### src/rtl/rpd_pkg.sv
package rpd_pkg;

    typedef int unsigned uint_t;

    // Directory slot -> cache set
    function automatic uint_t dir_to_cset(uint_t dset, uint_t dway, uint_t rsv, uint_t dsets);
        return (dway / rsv) * dsets + dset;
    endfunction

    // Directory slot -> cache way
    function automatic uint_t dir_to_cway(uint_t dway, uint_t rsv, uint_t ways);
        return (ways - rsv) + (dway % rsv);
    endfunction

    // Cache set -> directory set
    function automatic uint_t c_to_dset(uint_t cset, uint_t dsets);
        return cset % dsets;
    endfunction

    // Cache set and reserve way -> directory way
    function automatic uint_t c_to_dway(uint_t cset, uint_t cway, uint_t rsv, uint_t dsets, uint_t ways);
        return (cset / dsets) * rsv + (cway - (ways - rsv));
    endfunction

endpackage

### src/rtl/rpd_match.sv
module rpd_match #(
    parameter int unsigned NW    = 8,
    parameter int unsigned TAG_W = 42,
    localparam int unsigned IW   = (NW > 1) ? $clog2(NW) : 1
) (
    input  logic [NW-1:0][TAG_W-1:0] tags,
    input  logic [NW-1:0]            vld,
    input  logic [TAG_W-1:0]         key,
    output logic                     any,
    output logic [IW-1:0]            idx
);
    logic [NW-1:0] eq;

    for (genvar k = 0; k < NW; k++) begin : g_cmp
        assign eq[k] = vld[k] && (tags[k] == key);
    end

    // lowest matching slot wins
    always_comb begin
        any = |eq;
        idx = '0;
        for (int k = NW - 1; k >= 0; k--) begin
            if (eq[k]) idx = IW'(k);
        end
    end
endmodule

### src/rtl/rpd_age.sv
module rpd_age #(
    parameter int unsigned DSETS = 4,
    parameter int unsigned DWAYS = 8,
    localparam int unsigned AGE_W  = (DWAYS > 1) ? $clog2(DWAYS) : 1,
    localparam int unsigned DSET_W = (DSETS > 1) ? $clog2(DSETS) : 1
) (
    input  logic                                   clk,
    input  logic                                   rst,
    input  logic                                   hit_en,
    input  logic [DSET_W-1:0]                      hit_ds,
    input  logic [AGE_W-1:0]                       hit_dw,
    input  logic                                   ins_en,
    input  logic [DSET_W-1:0]                      ins_ds,
    input  logic [AGE_W-1:0]                       ins_dw,
    output logic [DSETS-1:0][DWAYS-1:0][AGE_W-1:0] ages
);
    logic [DSETS-1:0][DWAYS-1:0][AGE_W-1:0] age_q, age_d;
    logic [DWAYS-1:0][AGE_W-1:0]            tmp;

    // make way w youngest; ways younger than it age by one
    function automatic logic [DWAYS-1:0][AGE_W-1:0] touch(
        input logic [DWAYS-1:0][AGE_W-1:0] a,
        input logic [AGE_W-1:0]            w
    );
        logic [DWAYS-1:0][AGE_W-1:0] r;
        for (int k = 0; k < DWAYS; k++) begin
            if (AGE_W'(k) == w)  r[k] = '0;
            else if (a[k] < a[w]) r[k] = a[k] + 1'b1;
            else                 r[k] = a[k];
        end
        return r;
    endfunction

    // a hit is applied before an insert in the same set
    always_comb begin
        age_d = age_q;
        tmp   = '0;
        for (int d = 0; d < DSETS; d++) begin
            tmp = age_q[d];
            if (hit_en && hit_ds == DSET_W'(d)) tmp = touch(tmp, hit_dw);
            if (ins_en && ins_ds == DSET_W'(d)) tmp = touch(tmp, ins_dw);
            age_d[d] = tmp;
        end
    end

    always_ff @(posedge clk) begin
        if (rst) begin
            for (int d = 0; d < DSETS; d++)
                for (int k = 0; k < DWAYS; k++)
                    age_q[d][k] <= AGE_W'(k);
        end else begin
            age_q <= age_d;
        end
    end

    assign ages = age_q;

    p_touch_young_r9: assert property (@(posedge clk) disable iff (rst)
        ins_en |=> age_q[$past(ins_ds)][$past(ins_dw)] == '0);
endmodule

### src/rtl/rpd_victim.sv
module rpd_victim #(
    parameter int unsigned NR    = 4,
    parameter int unsigned AGE_W = 3,
    localparam int unsigned RW   = (NR > 1) ? $clog2(NR) : 1
) (
    input  logic                       clk,
    input  logic                       rst,
    input  logic [NR-1:0]              vld,
    input  logic [NR-1:0][AGE_W-1:0]   ages,
    output logic                       full,
    output logic [RW-1:0]              pick
);
    logic [AGE_W-1:0] best;

    always_comb begin
        full = &vld;
        pick = '0;
        best = ages[0];
        if (!full) begin
            for (int k = NR - 1; k >= 0; k--) begin
                if (!vld[k]) pick = RW'(k);
            end
        end else begin
            for (int k = 1; k < NR; k++) begin
                if (ages[k] > best) begin
                    best = ages[k];
                    pick = RW'(k);
                end
            end
        end
    end

    p_free_first_r8: assert property (@(posedge clk) disable iff (rst)
        !full |-> !vld[pick]);
endmodule

### src/rtl/rpd_dir.sv
module rpd_dir
    import rpd_pkg::*;
#(
    parameter int unsigned SETS  = 8,
    parameter int unsigned WAYS  = 16,
    parameter int unsigned RSV   = 4,
    parameter int unsigned GROUP = 2,
    parameter int unsigned TAG_W = 42,
    localparam int unsigned DSETS  = SETS / GROUP,
    localparam int unsigned DWAYS  = RSV * GROUP,
    localparam int unsigned SET_W  = $clog2(SETS),
    localparam int unsigned WAY_W  = $clog2(WAYS),
    localparam int unsigned DSET_W = (DSETS > 1) ? $clog2(DSETS) : 1,
    localparam int unsigned DWAY_W = (DWAYS > 1) ? $clog2(DWAYS) : 1,
    localparam int unsigned RSV_W  = (RSV > 1) ? $clog2(RSV) : 1,
    localparam int unsigned RBASE  = WAYS - RSV
) (
    input  logic             clk,
    input  logic             rst,
    input  logic             lk_valid,
    input  logic [SET_W-1:0] lk_set,
    input  logic [TAG_W-1:0] lk_tag,
    input  logic             ins_valid,
    input  logic [SET_W-1:0] ins_set,
    input  logic [WAY_W-1:0] ins_way,
    input  logic [TAG_W-1:0] ins_tag,
    input  logic             inv_valid,
    input  logic [SET_W-1:0] inv_set,
    input  logic [WAY_W-1:0] inv_way,
    input  logic [SET_W-1:0] vq_set,
    output logic             hit,
    output logic [SET_W-1:0] hit_set,
    output logic [WAY_W-1:0] hit_way,
    output logic [SET_W-1:0] vic_set,
    output logic [WAY_W-1:0] vic_way,
    output logic             vic_wb,
    output logic [TAG_W-1:0] vic_tag
);
    // storage
    logic [TAG_W-1:0] tag_q [DSETS][DWAYS];
    logic [DWAYS-1:0] vld_q [DSETS];

    // command decode into directory coordinates
    logic              ins_go, inv_go;
    logic [DSET_W-1:0] ins_ds, inv_ds, lk_ds, vq_ds;
    logic [DWAY_W-1:0] ins_dw, inv_dw, vq_base;

    assign ins_go  = ins_valid && (ins_way >= WAY_W'(RBASE));
    assign inv_go  = inv_valid && (inv_way >= WAY_W'(RBASE));
    assign ins_ds  = DSET_W'(c_to_dset(uint_t'(ins_set), DSETS));
    assign inv_ds  = DSET_W'(c_to_dset(uint_t'(inv_set), DSETS));
    assign lk_ds   = DSET_W'(c_to_dset(uint_t'(lk_set), DSETS));
    assign vq_ds   = DSET_W'(c_to_dset(uint_t'(vq_set), DSETS));
    assign ins_dw  = DWAY_W'(c_to_dway(uint_t'(ins_set), uint_t'(ins_way), RSV, DSETS, WAYS));
    assign inv_dw  = DWAY_W'(c_to_dway(uint_t'(inv_set), uint_t'(inv_way), RSV, DSETS, WAYS));
    assign vq_base = DWAY_W'(c_to_dway(uint_t'(vq_set), RBASE, RSV, DSETS, WAYS));

    // lookup across the whole group
    logic [DWAYS-1:0][TAG_W-1:0] row_tag;
    logic                        m_any;
    logic [DWAY_W-1:0]           m_idx;
    logic                        lk_hit;

    always_comb begin
        for (int k = 0; k < DWAYS; k++) row_tag[k] = tag_q[lk_ds][k];
    end

    rpd_match #(.NW(DWAYS), .TAG_W(TAG_W)) u_match (
        .tags (row_tag),
        .vld  (vld_q[lk_ds]),
        .key  (lk_tag),
        .any  (m_any),
        .idx  (m_idx)
    );

    assign lk_hit = lk_valid && m_any;

    // recency
    logic [DSETS-1:0][DWAYS-1:0][DWAY_W-1:0] ages;

    rpd_age #(.DSETS(DSETS), .DWAYS(DWAYS)) u_age (
        .clk    (clk),
        .rst    (rst),
        .hit_en (lk_hit),
        .hit_ds (lk_ds),
        .hit_dw (m_idx),
        .ins_en (ins_go),
        .ins_ds (ins_ds),
        .ins_dw (ins_dw),
        .ages   (ages)
    );

    // placement among the target set's own reserve ways
    logic [RSV-1:0]              sub_vld;
    logic [RSV-1:0][DWAY_W-1:0]  sub_age;
    logic [RSV-1:0][TAG_W-1:0]   sub_tag;
    logic                        v_full;
    logic [RSV_W-1:0]            v_pick;

    always_comb begin
        for (int k = 0; k < RSV; k++) begin
            sub_vld[k] = vld_q[vq_ds][vq_base + DWAY_W'(k)];
            sub_age[k] = ages[vq_ds][vq_base + DWAY_W'(k)];
            sub_tag[k] = tag_q[vq_ds][vq_base + DWAY_W'(k)];
        end
    end

    rpd_victim #(.NR(RSV), .AGE_W(DWAY_W)) u_victim (
        .clk  (clk),
        .rst  (rst),
        .vld  (sub_vld),
        .ages (sub_age),
        .full (v_full),
        .pick (v_pick)
    );

    // state and registered outputs
    always_ff @(posedge clk) begin
        if (rst) begin
            for (int d = 0; d < DSETS; d++) vld_q[d] <= '0;
            hit     <= 1'b0;
            hit_set <= '0;
            hit_way <= '0;
            vic_set <= '0;
            vic_way <= '0;
            vic_wb  <= 1'b0;
            vic_tag <= '0;
        end else begin
            if (inv_go) vld_q[inv_ds][inv_dw] <= 1'b0;
            if (ins_go) begin
                vld_q[ins_ds][ins_dw] <= 1'b1;
                tag_q[ins_ds][ins_dw] <= ins_tag;
            end
            hit     <= lk_hit;
            hit_set <= lk_hit ? SET_W'(dir_to_cset(uint_t'(lk_ds), uint_t'(m_idx), RSV, DSETS)) : '0;
            hit_way <= lk_hit ? WAY_W'(dir_to_cway(uint_t'(m_idx), RSV, WAYS)) : '0;
            vic_set <= vq_set;
            vic_way <= WAY_W'(RBASE + uint_t'(v_pick));
            vic_wb  <= v_full;
            vic_tag <= v_full ? sub_tag[v_pick] : '0;
        end
    end

    p_hit_group_r2: assert property (@(posedge clk) disable iff (rst)
        hit |-> (uint_t'(hit_set) % DSETS) == (uint_t'($past(lk_set)) % DSETS));

    p_hit_rsv_way_r3: assert property (@(posedge clk) disable iff (rst)
        hit |-> hit_way >= WAY_W'(RBASE));

    p_ins_lands_r4: assert property (@(posedge clk) disable iff (rst)
        ins_go |=> vld_q[$past(ins_ds)][$past(ins_dw)]
                && tag_q[$past(ins_ds)][$past(ins_dw)] == $past(ins_tag));

    p_inv_clears_r5: assert property (@(posedge clk) disable iff (rst)
        (inv_go && !(ins_go && ins_ds == inv_ds && ins_dw == inv_dw))
        |=> !vld_q[$past(inv_ds)][$past(inv_dw)]);
endmodule

### config.mk
export PLATFORM = sky130hd
export DESIGN_NAME = rpd_dir
export DESIGN_NICKNAME = d
export VERILOG_FILES = /design/src/rtl/rpd_pkg.sv /design/src/rtl/rpd_match.sv /design/src/rtl/rpd_age.sv /design/src/rtl/rpd_victim.sv /design/src/rtl/rpd_dir.sv
export SDC_FILE = /design/constraint.sdc
export NUM_CORES = 2
export LEC_CHECK = 0
export BUFFER_PORTS_ARGS = -buffer_cell sky130_fd_sc_hd__buf_2
export CAP_MARGIN = 10
export CORE_AREA = 4 4 446 668
export DETAILED_ROUTE_END_ITERATION = 12
export DIE_AREA = 0 0 450 672
export GPL_TIMING_DRIVEN = 0
export PLACE_DENSITY = 0.47
export REMOVE_ABC_BUFFERS = 1
export SLEW_MARGIN = 0
export SYNTH_ARGS = -nofsm -noshare
export SYNTH_HDL_FRONTEND = slang
export SYNTH_SLANG_ARGS = --single-unit
### constraint.sdc
create_clock -name clk -period 20.8 [get_ports clk]
set_input_delay 4.16 -clock clk [delete_from_list [all_inputs] [get_ports clk]]
set_output_delay 4.16 -clock clk [all_outputs]
set_load 0.01 [all_outputs]
==> impl_metrics.yaml <==
pwr:
  ir_worst_vdd_v: 0.0000605
  power_leakage_nw: 33.1
  total_power_mw: 7.36
  p_per_area_nw_per_um2: 73.1
cells_and_area:
  drive_above_1_share_pct: 24.3
  area_growth_pct: 15.5
  fin_area_sq_um: 101000
  register_area_sq_um: 44000
  multi_input_area_sq_um: 40800
  instances_no_fill: 10500
  fillers: 28400
  fin_nets: 6796
detailed_routing:
  vias: 65100
  drc_errors: 0
  drtIter0Drc: 7490
  firstDrtPassIters: 8
  wirelength_microns: 463000
  wl_per_cell_microns: 44.1
  post_drt_via_cell_ratio: 6.19
  ant_nets: 0
timing:
  worst_pin_slew_ns: 1.37
  min_period_ns: 16.80
  timing.fmax_mhz: 59.5
  holdWs_ns: 0.511
  slew_violations: 0
  fin_crit_sh_pct: 80.8
  rsz0062_at_grt: "false"
  fin_skew_ns: 0.0715
  hold_viol: 0
  relSlewSlack_pct: 7.94
  setup_viol: 0
  setup_ws_ns: 4.00
synth:
  synth-async-reset-ratio_pct: 0
  syn_inst: 6378
  muxShareOfSynthArea_pct: 22.2
  yosysWarnings: 0
  synthAdderAreaFrac_pct: 2.32
  yosysTopAreaCell: "edfxtp_1"
  synth-main-ff-cell: "edfxtp_1"
  synth_edf_count: 1344
  synth.distinct_cells: 131
  synth-xor-area-share_pct: 2.61
  ys_seq_area_share_pct: 50.5
  synth.top_cell.area_share_pct: 46.3
  synth_seq_cells: 1528
  netlist_area_sq_um: 87100
  synth_top_family_by_area: "multiplexers"
  synth_compound_area_share_pct: 10.0
  syn_avg_cell_area_sq_um: 13.7
  ys_top_cells_by_area: "edfxtp_1 (46%), mux4_2 (16%), mux2i_1 (4.5%)"
  yosys.area_share.simple_pct: 8.99
critical_path:
  cp_num_cells: 32
  rr_endpoint: "u_age.ages[27]"
  start_kind: "input port"
  cp_top_family: "compound AO/OA/AOI/OAI gates"
  endpoint: "u_age.ages[27]"
  required_ns: 21.48
  crit_path_frequent_cell: "buf_16"
  reg2reg_depth: 28
  slowest_stage: "nor4b_4"
  arrival_ns: 17.48
  critPathBufInv: 7
  crit_path_start: "lk_set[1]"
  cp-end-kind: "register"
  reg2reg_setup_slack_ns: 9.12
  cp_slowest_stage_delay_ns: 1.06
  cp_max_fo: 95
  timing.rr.start: "tag_q[3][230]"
  criticalPathCategory: "input port to register"
clocking:
  post_cts_resized: 0
  numCtsBuffers: 170
  htree_num_levels: 4
  clk_latency_ns: 0.88
  cts_sinks: 1528
  ctsHoldBuffers: 0
  cts_setup_buffers: 0
  cts-root-buf: "clkbuf_16"
  cts_max_path_buffers: 4
  cts_tree: "yes"
  path_clk_slew_ns: 0.06
floorplanning:
  fp-row-count: 243
  core_sq_um: 292000
  die_width_microns: 450
  initial_utilization_pct: 29.9
  io_pins: 167
  dieArea_sq_um: 302000
  chipHeight_microns: 672
outcome:
  status: "completed"
place:
  io_buffers: 165
  dp_hpwl_microns: 362000
  gp_congestion: 1.01
  dpl-instance-area_sq_um: 95200
  dpl_worst_slack_ns: 3.18
  place_inst: 10200
global_route:
  antenna_found_initial: 53
  grt_pass1_vias: 64100
  track_usage_pct: 29.7
  gr-total-overflow: 0
  grt_pass1_wl_microns: 608000
  grt_start_max_net_pins: 124
flow_run:
  drv_cap: 0
hold_path:
  min_path_type: "register to register"
## kinds of logic (layout without fill, tap and decap cells)
logic type,Yosys count,after routing
and+or+nand+nor,1503,1503
adders and majority gates,167,167
buffers and inverters,568,872
muxes,1133,1133
other,0,28
DFF,1528,1528
xor gates and xnor gates,260,260
AOI/OAI and AO/OA,1219,1219
## where the power goes
part | internal, mW | switching (mW)
Clock | 1.71 | 1.32
Sequential | 3.34 | 0.0198
Combinational | 0.307 | 0.653
## placed cells by master, fill, tap and decap left out, types with 49 or more instances in the layout
cell and instances:
mux4_2 629, buf_6 94, a21oi_1 193, nor2b_1 51, dfxtp_1 184, mux2_2 103
nor4_1 66, a31oi_1 52, xnor2_1 228, ha_1 136, buf_16 49, nand4_1 103
o211ai_1 61, buf_2 164, clkbuf_16 170, o22ai_1 87, mux2i_1 387, nand2b_1 75
nor2_1 318, nand3_1 109, buf_12 65, nand2_1 317, o21ai_0 210, edfxtp_1 1344
inv_1 134, nor3_1 117
## cell usage after synthesis (all sizes together) (24+ instances only)
library cell,instances
o22ai,87
o21ai,241
and2,38
o211ai,67
inv,139
nor4,76
nor2b,51
or2,31
maj3,31
dfxtp,184
mux2,108
or3,35
xor2,26
o31ai,29
mux2i,396
mux4,629
buf,177
o21a,30
a31o,24
clkbuf,246
a31oi,53
nor2,352
edfxtp,1344
or4,35
a2111oi,41
nand4,104
o2111ai,25
nand3,112
xnor2,234
a22oi,29
nand2,324
ha,136
o32ai,24
nor3,142
o311ai,29
and3,33
a211oi,52
a21oi,197
nand2b,75
## state kept, by name (all words and copies together), names as in the netlist
name	count
vic_set	3
vic_way	3
vic_wb	1
u_age.ages	96
vic_tag	42
hit	1
hit_way	3
hit_set	3
vld_q	32
tag_q	1344
## metal layers
metal	global-route usage (%)	share of wire, %	vias up
li1	-	-	26300
met1	32.5	35	34700
met2	51.2	49	3095
met3	4.74	5.7	938
met4	23.5	9.9	32
met5	0	0.045	-
## worst min path at each step
stage                           start          end  slack (ns)  depth (start not counted)
after floorplan           vld_q[3][7]  vld_q[3][7]        0.45                          2
after global placement    vld_q[3][4]  vld_q[3][4]        0.49                          2
after detailed placement  vld_q[3][4]  vld_q[3][4]        0.50                          2
after CTS                 vld_q[3][4]  vld_q[3][4]        0.51                          2
after global routing      vld_q[3][1]  vld_q[3][1]        0.54                          2
final                     vld_q[3][0]  vld_q[3][0]        0.51                          2
## worst min-delay path: cells and delay by family (launching register included)
family             cells  cell delay, ns
DFF                    1            0.32
AOI/OAI and AO/OA      2            0.13
## through the flow
stage | util (%) | setup TNS [ns]
after global routing | 34.5 | 0
after detailed placement | 32.6 | 0
after floorplan | - | 0
after CTS | 34.5 | 0
after global placement | 31.0 | -2959.92
final | 34.5 | 0
## cell type report
cell class | count | share of cell area, %
well taps | 3797 | 4.72
multi-input cells | 4282 | 40.5
clock buffers | 239 | 4.69
flip-flops and latches | 1528 | 43.7
inverters | 145 | 0.548
diodes | 28 | 0.0696
clock inverters | 64 | 0.670
repair buffers | 424 | 5.05
No activity file was read; power rests on OpenSTA's default activity.
